`config.mk`:
```
export PLATFORM = sky130hd
export DESIGN_NAME = vtmr_cmp_unit
export DESIGN_NICKNAME = d
export VERILOG_FILES = /design/src/rtl/vtmr_pkg.sv /design/src/rtl/vtmr_regs.sv /design/src/rtl/vtmr_cmp_eval.sv /design/src/rtl/vtmr_cmp_unit.sv
export SDC_FILE = /design/constraint.sdc
export NUM_CORES = 1
export LEC_CHECK = 0
export ABC_AREA = 1
export BUFFER_PORTS_ARGS = -buffer_cell sky130_fd_sc_hd__buf_4
export CAP_MARGIN = 20
export CORE_MARGIN = 5
export CORE_UTILIZATION = 46
export CTS_BUF_LIST = sky130_fd_sc_hd__clkbuf_4 sky130_fd_sc_hd__clkbuf_8
export CTS_CLUSTER_SIZE = 28
export DETAILED_ROUTE_END_ITERATION = 7
export HOLD_SLACK_MARGIN = 0.06
export PLACE_DENSITY = 0.91
export REMOVE_ABC_BUFFERS = 1
export SLEW_MARGIN = 20
export SYNTH_ARGS = -nofsm -noshare
export SYNTH_HDL_FRONTEND = slang
export SYNTH_SLANG_ARGS = --single-unit
export TNS_END_PERCENT = 100
```
`constraint.sdc`:
```
create_clock -name clk -period 4.8 [get_ports clk]
set_clock_uncertainty 0.2 [all_clocks]
set_input_delay 0.24 -clock clk [delete_from_list [all_inputs] [get_ports clk]]
set_output_delay 0.24 -clock clk [all_outputs]
set_load 0.005 [all_outputs]
```
`src/rtl/vtmr_pkg.sv`:
```
package vtmr_pkg;
   // register port address map
   localparam int unsigned ADDR_CMP  = 0;
   localparam int unsigned ADDR_CTRL = 1;

   // control word bit positions
   localparam int unsigned CTRL_EN_BIT   = 0;
   localparam int unsigned CTRL_MASK_BIT = 1;
   localparam int unsigned CTRL_STAT_BIT = 2;

   typedef struct packed {
      logic mask;
      logic en;
   } vtmr_ctrl_t;
endpackage

```
`src/rtl/vtmr_regs.sv`:
```
module vtmr_regs
   import vtmr_pkg::*;
#(
   parameter int unsigned CNT_W  = 64,
   parameter int unsigned ADDR_W = 2
) (
   input  logic              clk,
   input  logic              rst_n,
   input  logic              wr,
   input  logic [ADDR_W-1:0] addr,
   input  logic [CNT_W-1:0]  wdata,
   output logic [CNT_W-1:0]  cmp_q,
   output vtmr_ctrl_t        ctrl_q
);
   localparam int unsigned NUM_REGS = 1 << ADDR_W;

   generate
      if (NUM_REGS < 2) begin : g_bad_addr
         $error("vtmr_regs: ADDR_W must decode at least two registers");
      end
      if (CNT_W <= CTRL_STAT_BIT) begin : g_bad_width
         $error("vtmr_regs: CNT_W too narrow for the control word");
      end
   endgenerate

   logic wr_cmp;
   logic wr_ctrl;

   assign wr_cmp  = wr && (addr == ADDR_W'(ADDR_CMP));
   assign wr_ctrl = wr && (addr == ADDR_W'(ADDR_CTRL));

   // deadline register: deliberately without reset
   always_ff @(posedge clk) begin
      if (wr_cmp) begin
         cmp_q <= wdata;
      end
   end

   always_ff @(posedge clk or negedge rst_n) begin
      if (!rst_n) begin
         ctrl_q <= '0;
      end else if (wr_ctrl) begin
         ctrl_q.en   <= wdata[CTRL_EN_BIT];
         ctrl_q.mask <= wdata[CTRL_MASK_BIT];
      end
   end
endmodule

```
`src/rtl/vtmr_cmp_eval.sv`:
```
module vtmr_cmp_eval #(
   parameter int unsigned CNT_W   = 64,
   parameter int unsigned SLICE_W = 16
) (
   input  logic             en,
   input  logic [CNT_W-1:0] count,
   input  logic [CNT_W-1:0] deadline,
   output logic             met
);
   localparam int unsigned NSLICE = CNT_W / SLICE_W;

   generate
      if (SLICE_W == 0 || (CNT_W % SLICE_W) != 0) begin : g_bad_slice
         $error("vtmr_cmp_eval: SLICE_W must divide CNT_W");
      end
   endgenerate

   logic [CNT_W-1:0] diff;

   generate
      if (NSLICE <= 1) begin : g_flat
         // single wide subtractor
         assign diff = count - deadline;
      end else begin : g_sliced
         // borrow-chained slices, one per SLICE_W bits
         logic [NSLICE:0] borrow;
         assign borrow[0] = 1'b0;
         for (genvar s = 0; s < NSLICE; s++) begin : g_slice
            logic [SLICE_W:0] part;
            assign part = {1'b0, count[s*SLICE_W +: SLICE_W]}
                        - {1'b0, deadline[s*SLICE_W +: SLICE_W]}
                        - {{SLICE_W{1'b0}}, borrow[s]};
            assign diff[s*SLICE_W +: SLICE_W] = part[SLICE_W-1:0];
            assign borrow[s+1] = part[SLICE_W];
         end
      end
   endgenerate

   // sign bit of the modular difference decides
   assign met = en & ~diff[CNT_W-1];
endmodule

```
`src/rtl/vtmr_cmp_unit.sv`:
```
module vtmr_cmp_unit
   import vtmr_pkg::*;
#(
   parameter int unsigned CNT_W   = 64,
   parameter int unsigned ADDR_W  = 2,
   parameter int unsigned SLICE_W = 16
) (
   input  logic              clk,
   input  logic              rst_n,
   input  logic              reg_wr,
   input  logic [ADDR_W-1:0] reg_addr,
   input  logic [CNT_W-1:0]  reg_wdata,
   output logic [CNT_W-1:0]  reg_rdata,
   input  logic [CNT_W-1:0]  count_in,
   output logic              timer_status,
   output logic              timer_irq
);
   localparam int unsigned CTRL_PAD = CNT_W - CTRL_STAT_BIT - 1;

   logic [CNT_W-1:0] cmp_q;
   vtmr_ctrl_t       ctrl_q;
   logic             en_q;
   logic             mask_q;

   vtmr_regs #(
      .CNT_W (CNT_W),
      .ADDR_W(ADDR_W)
   ) u_regs (
      .clk   (clk),
      .rst_n (rst_n),
      .wr    (reg_wr),
      .addr  (reg_addr),
      .wdata (reg_wdata),
      .cmp_q (cmp_q),
      .ctrl_q(ctrl_q)
   );

   assign en_q   = ctrl_q.en;
   assign mask_q = ctrl_q.mask;

   vtmr_cmp_eval #(
      .CNT_W  (CNT_W),
      .SLICE_W(SLICE_W)
   ) u_eval (
      .en      (en_q),
      .count   (count_in),
      .deadline(cmp_q),
      .met     (timer_status)
   );

   assign timer_irq = timer_status & ~mask_q;

   always_comb begin
      unique case (reg_addr)
         ADDR_W'(ADDR_CMP):  reg_rdata = cmp_q;
         ADDR_W'(ADDR_CTRL): reg_rdata = {{CTRL_PAD{1'b0}}, timer_status, mask_q, en_q};
         default:            reg_rdata = '0;
      endcase
   end
endmodule

```
==> impl_metrics.py, run 1 <==
metrics = {
    "timing": {
        "fmax_mhz": 161,
        "tightest_slew_ns": 0.910,
        "finalWorstSetupSlack_ns": -1.42,
        "fin_crit_ns": 6.22,
        "final_max_slew_viol_count": 0,
        "rsz0062_at_grt": "yes",
        "hold_viol": 0,
        "period_share_pct": 130,
        "setup_viol": 3,
        "timing.slew.headroom_pct": 39.2,
    },
    "critical_path": {
        "timing.rr.end": "u_regs.ctrl_q[1]$_DFFE_PN0P_",
        "crit_top_cell": "nand2_1",
        "crit_arrival_ns": 5.78,
        "rr_startpoint": "u_regs.ctrl_q[1]$_DFFE_PN0P_",
        "cpMaxStageDelayCell": "edfxtp_1",
        "crit_required_ns": 4.36,
        "path_class": "flip-flop to output pin",
        "rr_worst_depth": 1,
        "start_kind": "flip-flop",
        "endpoint_kind": "output pin",
        "worstPathMaxFanout": 2,
        "slowest_delay_ns": 0.39,
        "r2r_slack_ns": 3.76,
    },
    "place": {
        "place.gp.congestion": 0.788,
        "placed_cell_area_sq_mm": 0.00662,
        "hpwl_mm": 9.87,
        "dp.cells": 915,
        "numPortBuffers": 198,
    },
    "floorplan": {
        "die_h_microns": 113,
        "core_sq_mm": 0.0103,
        "fp.dieArea_sq_mm": 0.0128,
        "fp.dieW_microns": 113,
        "io_pins": 199,
        "floorplan.initialDensity_pct": 47.3,
        "num_rows": 37,
    },
    "min_path": {
        "hold_class": "input pin to flip-flop",
        "min_path_cells": 4,
        "hold_path_end": "u_regs.ctrl_q[1]$_DFFE_PN0P_",
        "hp-start": "reg_addr[1]",
    },
    "synthesis": {
        "synth.top_cell.area_share_pct": 39.4,
        "yosysTopAreaCell": "edfxtp_1",
        "syn_area_sq_mm": 0.00488,
        "avgSynthCellArea_sq_um": 8.49,
        "ys_seq_elements": 66,
        "seq_area_frac_synth_pct": 40.4,
        "synth_cells": 575,
        "synthTopCellsByArea": "edfxtp_1 39%, ha_1 26%, inv_1 16%",
        "yosys_warnings": 0,
        "synthDistinctLibCells": 22,
    },
    "clock_network": {
        "cts_max_level": 3,
        "root_buffer": "clkbuf_8",
        "clockBufferDepth": 2,
        "clk_latency_ns": 0.34,
        "cts-buffers-inserted": 9,
        "cts_tree": "done",
        "cts_sinks": 66,
        "clk_pin_slew_ns": 0.09,
    },
    "power_and_ir_drop": {
        "seqPwrFrac_pct": 39.8,
        "p_sw_share_pct": 29.1,
        "powerDensity_mw_per_mm2": 222,
        "p_leak_nw": 4.24,
        "peakVddDrop_mv": 0.173,
        "pwr-share-clk_pct": 31.2,
        "p_sw_w": 0.000498,
        "intPower_w": 0.00122,
        "power_frac_comb_pct": 29.0,
    },
    "cells_and_area": {
        "final_nets": 1094,
        "drive_gt1_share_pct": 31.2,
        "design_area_sq_mm": 0.00771,
        "syn2layout_area_growth_pct": 58.0,
        "instances_no_fill": 1004,
    },
    "routing": {
        "detail-route-antenna-nets": 0,
        "drt_wl_total_mm": 16.8,
        "vias_per_cell": 4.81,
        "first_iter_violations": 248,
        "wire_per_inst_microns": 16.8,
        "vias": 4828,
        "drc": 0,
        "dr.pass1.iters": 4,
    },
    "grt": {
        "grt_antenna_before_repair": 1,
        "grt_pass1_vias": 5164,
        "grtUsageTotal_pct": 24.1,
        "overflow": 0,
        "grt_max_degree": 64,
        "grt_pass1_wl_mm": 24.4,
    },
    "job": {
        "drv_cap": 0,
    },
    "status": {
        "status": "finished with violations",
        "violations": "negative setup slack",
    },
}
layer usage:
metal,up-vias,global-route usage (%),wire length (microns)
met4,0,10.7,648
met3,53,6.95,1570
met1,2184,25.1,5880
li1,2326,-,-
met5,-,0,0
met2,265,44.7,8740
cells by family (layout without fill, tap and decap cells):
logic type	after synthesis	after routing	share of synthesized area [%]
DFF	66	66	40.4
muxes	1	1	0.231
other	0	2	0
and+or+nand+nor	148	148	12.1
xor gates and xnor gates	2	2	0.359
buffers and inverters	213	504	16.4
adders and majority gates	100	100	25.6
AOI/OAI and AO/OA	45	45	4.92
registers in the layout, summed over array words and instances, names as in the netlist:
register,count
u_regs.cmp_q,64
u_regs.ctrl_q,2
worst max-delay path, delay by kind of cell (launching register included):
| kind | cells | cell delay [ns] |
|---|---|---|
| fa+ha+maj | 7 | 1.86 |
| simple gates | 24 | 1.73 |
| compound gates | 9 | 1.07 |
| flops | 1 | 0.39 |
| buf+inv | 4 | 0.35 |
power by group through the flow:
stage,combinational [W],sequential [W],clock (W)
global route,0.000555,0.000685,0.000562
finish,0.000497,0.000683,0.000535
global placement,0.000373,0.000691,0
detailed placement,0.000391,0.000693,0
CTS,0.000451,0.000680,0.000533
floorplan,0.000206,0.000689,0
synthesized netlist by cell type:
| cell | number |
|---|---|
| nand2_1 | 59 |
| xnor2_1 | 1 |
| mux2_1 | 1 |
| nand3b_1 | 1 |
| xor2_1 | 1 |
| inv_1 | 206 |
| nand4_1 | 3 |
| dfrtp_1 | 2 |
| a21oi_1 | 26 |
| o21a_1 | 2 |
| nor3_2 | 1 |
| nand3_1 | 9 |
| o21ai_0 | 12 |
| inv_2 | 1 |
| a21o_1 | 3 |
| nor2_1 | 71 |
| a31oi_1 | 2 |
| clkbuf_1 | 6 |
| ha_1 | 100 |
| nor2_2 | 2 |
| nor3_1 | 2 |
| edfxtp_1 | 64 |
stage by stage:
stage	power (W)	hold WS, ns	setup TNS [ns]	worst slack (ns)	utilization (%)
after floorplan	0.000895	-0.256	-0.781	-0.279	-
after global placement	0.00106	-0.177	-2.23	-0.775	64.1
after detailed placement	0.00108	-0.174	-2.77	-0.976	64.1
after CTS	0.00166	0.0938	-3.43	-1.19	73.4
after global routing	0.00180	0.140	-5.35	-1.83	74.7
final	0.00172	0.120	-4.18	-1.42	74.7
area by class of cell:
type                    count  area [sq um]
clock inverters             7          93.8
well taps                 136           170
multi-input cells         296          2280
flip-flops and latches     66          1970
diodes                      2          5.00
clock buffers               9           124
inverters                 207           779
fillers                   668          2610
repair buffers            281          2290
worst max path at each step:
stage                                          start  cells after the start           end
after detailed placement   u_regs.cmp_q[1]$_DFFE_PP_                     43     timer_irq
after floorplan           u_regs.cmp_q[13]$_DFFE_PP_                     42     timer_irq
after global routing      u_regs.cmp_q[15]$_DFFE_PP_                     44  reg_rdata[2]
after CTS                  u_regs.cmp_q[1]$_DFFE_PP_                     43     timer_irq
final                      u_regs.cmp_q[6]$_DFFE_PP_                     44  reg_rdata[2]
after global placement                   count_in[1]                     43     timer_irq
placed cells by master (no fill, tap or decap), drive strengths merged, types with 3 or more instances in the layout:
master and n:
a21oi 26, nor2 73, dlygate4sd3 68, buf 213, nor3 3, o21ai 12, inv 207, a21o 3
clkbuf 9, nand4 3, nand2 59, clkinv 3, ha 100, edfxtp 64, nand3 9
timing repair:
item	in CTS	in global routing
hold endpoints to repair	68	0
gates cloned	0	0
hold buffers	68	0
pin swaps	7	6
resized for setup	22	25
setup buffers	1	2
setup endpoints to repair	3	3
Note: power is estimated with default switching activity, not from simulation.
==> inputs of run 2 (changes only) <==
Settings changed: PLACE_DENSITY 0.91 to 0.8.
==> impl_metrics.py, run 2 (synthesis gave the netlist of run 1 again) <==
metrics = {
    "status": {
        "status": "finished with violations",
        "violations": "negative setup slack",
    },
    "critical_path": {
        "start_kind": "flip-flop",
        "cpMaxStageDelayCell": "edfxtp_1",
        "path_class": "flip-flop to output pin",
        "crit_required_ns": 4.36,
        "crit_top_cell": "nand2_1",
        "crit_arrival_ns": 5.59,
        "worstPathMaxFanout": 2,
        "critPathTopFamily": "adder cells",
        "slowest_delay_ns": 0.39,
        "endpoint_kind": "output pin",
        "crit_buf_inv": 2,
    },
    "place": {
        "hpwl_mm": 9.75,
        "place.gp.congestion": 0.812,
        "numPortBuffers": 198,
        "dp.cells": 916,
    },
    "power_and_ir_drop": {
        "p_leak_nw": 4.21,
        "powerDensity_mw_per_mm2": 207,
        "peakVddDrop_mv": 0.194,
        "power_w": 0.00158,
    },
    "routing": {
        "detail-route-antenna-nets": 0,
        "drc": 0,
        "vias_per_cell": 4.73,
        "drt_wl_total_mm": 15.1,
        "first_iter_violations": 235,
        "dr.pass1.iters": 4,
        "vias": 4747,
        "wire_per_inst_microns": 15.0,
    },
    "floorplan": {
        "fp.dieW_microns": 113,
        "io_pins": 199,
        "num_rows": 37,
        "die_h_microns": 113,
        "floorplan.initialDensity_pct": 47.3,
        "core_sq_mm": 0.0103,
        "fp.dieArea_sq_mm": 0.0128,
    },
    "clock_network": {
        "root_buffer": "clkbuf_8",
        "cts_max_level": 3,
        "clk_pin_slew_ns": 0.08,
        "cts-buffers-inserted": 9,
        "clk_latency_ns": 0.35,
        "cts_sinks": 66,
        "cts_tree": "done",
        "clockBufferDepth": 2,
    },
    "cells_and_area": {
        "largest-register": "u_regs.cmp_q",
        "largest_reg_flops": 64,
        "instances_no_fill": 1004,
        "final_common_cell": "buf_4",
        "drive_gt1_share_pct": 30.8,
        "fillers": 680,
        "syn2layout_area_growth_pct": 56.7,
        "top_regs": "u_regs.cmp_q: 64 flops, u_regs.ctrl_q: 2 flops",
        "final_nets": 1094,
        "final_cell_mix": "211 x buf_4, 196 x inv_1, 94 x ha_1",
    },
    "timing": {
        "period_share_pct": 126,
        "final_max_slew_viol_count": 0,
        "rsz0062_at_grt": "yes",
        "fin_crit_ns": 6.03,
        "hold_viol": 0,
        "fmax_mhz": 166,
        "finalWorstSetupSlack_ns": -1.23,
        "tightest_slew_ns": 0.944,
        "setup_viol": 3,
        "timing.slew.headroom_pct": 36.9,
    },
    "grt": {
        "grt_pass1_wl_mm": 22.7,
        "grt_pass1_vias": 5162,
        "grtUsageTotal_pct": 22.0,
        "grt_antenna_before_repair": 0,
        "overflow": 0,
        "grt_max_degree": 64,
    },
    "min_path": {
        "hold_class": "input pin to flip-flop",
    },
    "job": {
        "drv_cap": 0,
    },
}
run 2: cell types whose count changed in the layout (fill, tap and decap cells not counted), moves of 2 or more:
cell / before / now
a21oi_1: 20 / 23
a21oi_2: 6 / 3
bufinv_16: 2 / 0
nand3_2: 2 / 4
nand2_2: 8 / 6
inv_2: 9 / 11
run 2: power breakdown:
part / leakage, nW / internal (W) / switching [W]
Clock: 0.0829 / 0.000189 / 0.000229
Sequential: 0.610 / 0.000665 / 0.0000167
Combinational: 3.52 / 0.000258 / 0.000226
run 2: through the flow:
step	area, sq um	utilization, %	hold WS (ns)	setup slack [ns]	setup TNS, ns
floorplan	4860	-	-0.256	-0.279	-0.781
global placement	6620	64.1	-0.173	-0.801	-2.34
detailed placement	6620	64.1	-0.173	-0.903	-2.62
CTS	7490	72.5	0.0897	-1.17	-3.44
global route	7650	74.1	0.178	-1.71	-4.99
finish	7650	74.1	0.162	-1.23	-3.61
run 2: layout make-up:
cell class / count / area, sq um / area share, %
repair buffers: 281 / 2290 / 29.9
multi-input cells: 296 / 2270 / 29.7
flip-flops and latches: 66 / 1970 / 25.8
inverters: 207 / 777 / 10.2
well taps: 136 / 170 / 2.22
clock buffers: 10 / 131 / 1.72
clock inverters: 6 / 33.8 / 0.442
diodes: 2 / 5.00 / 0.0654
run 2: worst paths after layout:
path | startpoint | endpoint | slack [ns] | cells past startpoint
worst min-delay path | reg_addr[1] | u_regs.ctrl_q[1]$_DFFE_PN0P_ | 0.16 | 4
worst max register to register | u_regs.ctrl_q[1]$_DFFE_PN0P_ | u_regs.ctrl_q[1]$_DFFE_PN0P_ | 3.74 | 1
worst max-delay path | u_regs.cmp_q[5]$_DFFE_PP_ | timer_irq | -1.23 | 41
min in group asynchronous | rst_n | u_regs.ctrl_q[0]$_DFFE_PN0P_ | 0.59 | 3
max in group asynchronous | rst_n | u_regs.ctrl_q[1]$_DFFE_PN0P_ | 3.68 | 3
worst min register to register | u_regs.ctrl_q[1]$_DFFE_PN0P_ | u_regs.ctrl_q[1]$_DFFE_PN0P_ | 0.42 | 1
run 2: layer usage:
layer	vias up	track usage, %	share of wire (%)
li1	2327	-	-
met1	2184	23.0	36
met2	198	42.3	54
met3	38	4.97	7.3
met4	0	8.73	2.7
met5	-	0	0
run 2: repair_timing:
item | in CTS | in global routing
endpoints found under the setup margin | 3 | 3
cloned | 0 | 0
pin swaps | 3 | 8
gates resized for setup | 11 | 33
endpoints found under the hold margin | 68 | 0
hold buffers | 68 | 0
setup buffers | 0 | 2
run 2: worst min-delay path, cell delays in order:
cell and delay, ns:
buf_4 0.10, nor2_2 0.06, nand2_1 0.12, mux2_1 0.16
